$ cat src/rtl/irq_pair_ctrl.sv
module irq_pair_ctrl #(
  parameter int ADDR_W      = 8,
  parameter int REG_ADDR    = 'h0B,
  parameter int VEC_W       = 8,
  parameter int VEC_EXT     = 'h04,
  parameter int VEC_TMR     = 'h08,
  parameter int SYNC_STAGES = 2
) (
  input  logic              clk,
  input  logic              rst_n,
  input  logic              t2_strobe,
  input  logic              ext_irq_n,
  input  logic              tmr_ovf,
  input  logic              stack_full,
  input  logic              ret_strobe,
  input  logic              reti_strobe,
  input  logic [ADDR_W-1:0] reg_addr,
  input  logic              reg_wr,
  input  logic [7:0]        reg_wdata,
  output logic [7:0]        reg_rdata,
  output logic              irq_take,
  output logic [VEC_W-1:0]  irq_vector
);
  localparam logic [ADDR_W-1:0] SEL     = ADDR_W'(REG_ADDR);
  localparam logic [VEC_W-1:0]  V_EXT   = VEC_W'(VEC_EXT);
  localparam logic [VEC_W-1:0]  V_TMR   = VEC_W'(VEC_TMR);

  logic [SYNC_STAGES:0] pin_q;
  logic mie, een, ten, eflag, tflag;
  logic sel, wr_hit, ext_fall;
  logic ext_ok, tmr_ok, take_ext, take_tmr;

  always_ff @(posedge clk or negedge rst_n)
    if (!rst_n) pin_q <= '1;
    else        pin_q <= {pin_q[SYNC_STAGES-1:0], ext_irq_n};

  assign ext_fall = pin_q[SYNC_STAGES] & ~pin_q[SYNC_STAGES-1];
  assign sel      = (reg_addr == SEL);
  assign wr_hit   = reg_wr & sel;

  assign ext_ok   = eflag & een & mie & ~stack_full;
  assign tmr_ok   = tflag & ten & mie & ~stack_full;
  assign take_ext = t2_strobe & ext_ok;
  assign take_tmr = t2_strobe & tmr_ok & ~ext_ok;
  assign irq_take   = take_ext | take_tmr;
  assign irq_vector = take_ext ? V_EXT : (take_tmr ? V_TMR : '0);

  assign reg_rdata = sel ? {2'b00, tflag, eflag, 1'b0, ten, een, mie} : 8'h00;

  always_ff @(posedge clk or negedge rst_n)
    if (!rst_n) begin
      mie <= 1'b0; een <= 1'b0; ten <= 1'b0;
      eflag <= 1'b0; tflag <= 1'b0;
    end else begin
      if (wr_hit) begin
        een <= reg_wdata[1];
        ten <= reg_wdata[2];
      end
      if (irq_take)         mie <= 1'b0;
      else if (reti_strobe) mie <= 1'b1;
      else if (wr_hit)      mie <= reg_wdata[0];

      if (ext_fall)      eflag <= 1'b1;
      else if (take_ext) eflag <= 1'b0;
      else if (wr_hit)   eflag <= reg_wdata[4];

      if (tmr_ovf)       tflag <= 1'b1;
      else if (take_tmr) tflag <= 1'b0;
      else if (wr_hit)   tflag <= reg_wdata[5];
    end

  AST_TAKE_GATED: assert property (@(posedge clk) disable iff (!rst_n)
    irq_take |-> (mie && !stack_full));
  AST_TAKE_ON_STROBE: assert property (@(posedge clk) disable iff (!rst_n)
    irq_take |-> t2_strobe);
  AST_VECTOR_KNOWN: assert property (@(posedge clk) disable iff (!rst_n)
    irq_take |-> (irq_vector == V_EXT || irq_vector == V_TMR));
  AST_EXT_FIRST: assert property (@(posedge clk) disable iff (!rst_n)
    (irq_take && eflag && een) |-> irq_vector == V_EXT);
  AST_MASTER_DROPS: assert property (@(posedge clk) disable iff (!rst_n)
    irq_take |=> !mie);
  AST_RETI_ENABLES: assert property (@(posedge clk) disable iff (!rst_n)
    (reti_strobe && !irq_take) |=> mie);
  AST_RET_NEUTRAL: assert property (@(posedge clk) disable iff (!rst_n)
    (ret_strobe && !reti_strobe && !irq_take && !wr_hit) |=> $stable(mie));
  AST_SET_WINS: assert property (@(posedge clk) disable iff (!rst_n)
    tmr_ovf |=> tflag);
endmodule

$ cat config.mk
export PLATFORM = sky130hd
export DESIGN_NAME = irq_pair_ctrl
export DESIGN_NICKNAME = d
export VERILOG_FILES = /design/src/rtl/irq_pair_ctrl.sv
export SDC_FILE = /design/constraint.sdc
export NUM_CORES = 1
export LEC_CHECK = 0
export ABC_AREA = 1
export BUFFER_PORTS_ARGS = -buffer_cell sky130_fd_sc_hd__buf_2
export CAP_MARGIN = 20
export CELL_PAD_IN_SITES_DETAIL_PLACEMENT = 0
export CELL_PAD_IN_SITES_GLOBAL_PLACEMENT = 1
export CORE_AREA = 2 2 52 54
export DETAILED_ROUTE_END_ITERATION = 8
export DIE_AREA = 0 0 54 56
export MAX_ROUTING_LAYER = met4
export PLACE_DENSITY = 0.84
export REMOVE_ABC_BUFFERS = 1
export SLEW_MARGIN = 25
export SYNTH_ARGS = -nofsm -noshare
export SYNTH_HDL_FRONTEND = slang
export SYNTH_SLANG_ARGS = --single-unit
$ cat constraint.sdc
create_clock -name clk -period 1.2 [get_ports clk]
set_input_delay 0.18 -clock clk [delete_from_list [all_inputs] [get_ports clk]]
set_output_delay 0.18 -clock clk [all_outputs]
set_load 0.005 [all_outputs]
==> reports/results.txt <==
Post-route DRC: 0
Final Util: 34.6%
total gr overflow: 0
Fmax: 766 MHz
register area: 205 sq um
Cells after Synth: 87
crit path max fanout: 5
Final Skew: 0.0143 ns
antenna cells: 0
gr usage total: 8.67%
DRT Pass-1 Iters: 2
Final Non-Filler Cells: 154
period utilization: 109%
Starting DRT DRC Count: 2
CTS tree: built
nature of the critical path startpoint: flop
hold slack: 0.0329 ns
nets: 150
Multi-input gate area: 303 sq um
leakage power: 0.502 nW
Hold Path Class: in -> reg
register area share after synthesis: 35.4%
port bufs: 28
clk slew on worst S/H paths: 0.06 ns
CTS sink cnt: 8
half-perimeter wire length after placement: 981 um
cts bufs inserted: 3
clock buffer depth: 2
DP Worst Slack: 0.0611 ns
synth unique cells: 15
failing checks: setup timing
first-pass GRT wire length: 1.94 mm
Final Hold Vio Count: 0
area growth from synthesis to layout: 46.0%
most frequent cells in the layout: 28 x buf_2, 17 x inv_1, 17 x nand2_1
Std-Cell Rows: 18
Cell Area, Synth: 577 sq um
flops & latches, synth: 8
clock latency at the later pin of the worst-skew pair: 0.26 ns
fraction of final layout cells with drive strength greater than 1: 46.8%
vias in the first global route: 516
initial antenna violation count: 0
Finish-stage setup viols: 5
Ys Warns: 0
crit path time final: 1.31 ns
most common cell after layout, fill and taps aside: buf_2
Slew Limit Fails: 0
Worst EP arrival: 1.13 ns
fin area: 842 sq um
DR WL/cell: 8.19 um
critical path class: reg -> out
placed cell area: 709 sq um
data required time of the worst path: 1.02 ns
maximum vdd drop: 0.657 mV
Syn Area/Cell: 6.63 sq um
H-tree levels: 1
largest net degree at the start of global routing: 9
RSZ-0062 raised after global routing: true
full die area: 3020 sq um
CTS root buffer: clkbuf_4
chip width: 54 um
GPL Wtd Cong: 0.737
Fill cells: 269
DRT antenna net count: 0
Power Dens Cells: 779 nW/um^2
outcome: complete, but fails checks
CP endpoint kind: primary output
# IOs: 42
drt total wl: 1.26 mm
via count: 593
# placed instances: 143
detailed-route vias per instance: 3.85
max cap viols: 0
Final WS setup: -0.105 ns
Initial Util: 23.7%
die height: 56 um
core area: 2430 sq um
-- per-layer routing --
| layer | GRT usage (%) | part of all wire [%] |
|---|---|---|
| met4 | 0 | 0 |
| met1 | 9.72 | 43 |
| met3 | 4.30 | 7.8 |
| met5 | - | 0 |
| met2 | 14.6 | 49 |
-- kinds of logic after synthesis --
| logic type | share of synthesized area (%) |
|---|---|
| other cells | 0.650 |
| flops | 35.4 |
| simple gates | 33.8 |
| compound gates | 4.77 |
| buf+inv | 25.4 |
-- layout make-up --
class / count / area share (%)
Clock buffer: 4 / 3.12
Inverter: 19 / 8.47
Multi-Input combinational cell: 58 / 36.0
Sequential cell: 8 / 24.4
Tap cell: 30 / 4.46
Timing Repair Buffer: 35 / 23.6
-- cells in the mapped netlist (all sizes together) --
library cell	instances	area [sq um]
buf	10	75.1
conb	1	3.75
dfrtp	5	125
dfstp	3	78.8
inv	19	71.3
nand2	22	87.6
nand3	6	40.0
nand4	2	12.5
nor2	14	55.1
o21ai	4	20.0
o21bai	1	7.51
-- state kept, by name (all words and copies together) (netlist names) --
name	cells
pin_q	3
tflag	1
eflag	1
een	1
mie	1
ten	1
-- worst paths after layout --
path                            slack, ns  cells after the start  endpoint      start
worst max-delay path                -0.11                      5  irq_take        mie
worst min-delay path                 0.03                      1  pin_q[0]  ext_irq_n
worst max register to register      -0.06                      9     eflag        mie
worst min register to register       0.35                      0  pin_q[2]   pin_q[1]
max in group asynchronous            0.67                      2  pin_q[0]      rst_n
min in group asynchronous            0.28                      2     tflag      rst_n
-- power breakdown --
| part | switching [W] | internal [W] |
|---|---|---|
| logic | 0.0000635 | 0.0000611 |
| clock network | 0.0000915 | 0.000127 |
| registers | 0.0000184 | 0.000294 |
-- through the flow --
stage	power, W	setup TNS, ns
floorplan	0.000364	0
global placement	0.000410	0
detailed placement	0.000414	0
CTS	0.000645	-0.374
global route	0.000698	-0.667
finish	0.000656	-0.335
-- critical path: stages (launching register included) --
cell and delay, ns:
dfrtp_2 0.42, nand2_2 0.09, nor2_4 0.12, nand2_2 0.08, nand2_2 0.07, buf_2 0.10
-- timing repair --
item | in CTS | in global routing
gates cloned | 0 | 0
setup endpoints to repair | 3 | 7
buffers inserted | 4 | 3
pin swaps | 6 | 8
hold buffers | 1 | 0
hold endpoints to repair | 8 | 0
gates resized for setup | 1 | 14
No activity file was read; power rests on OpenSTA's default activity.
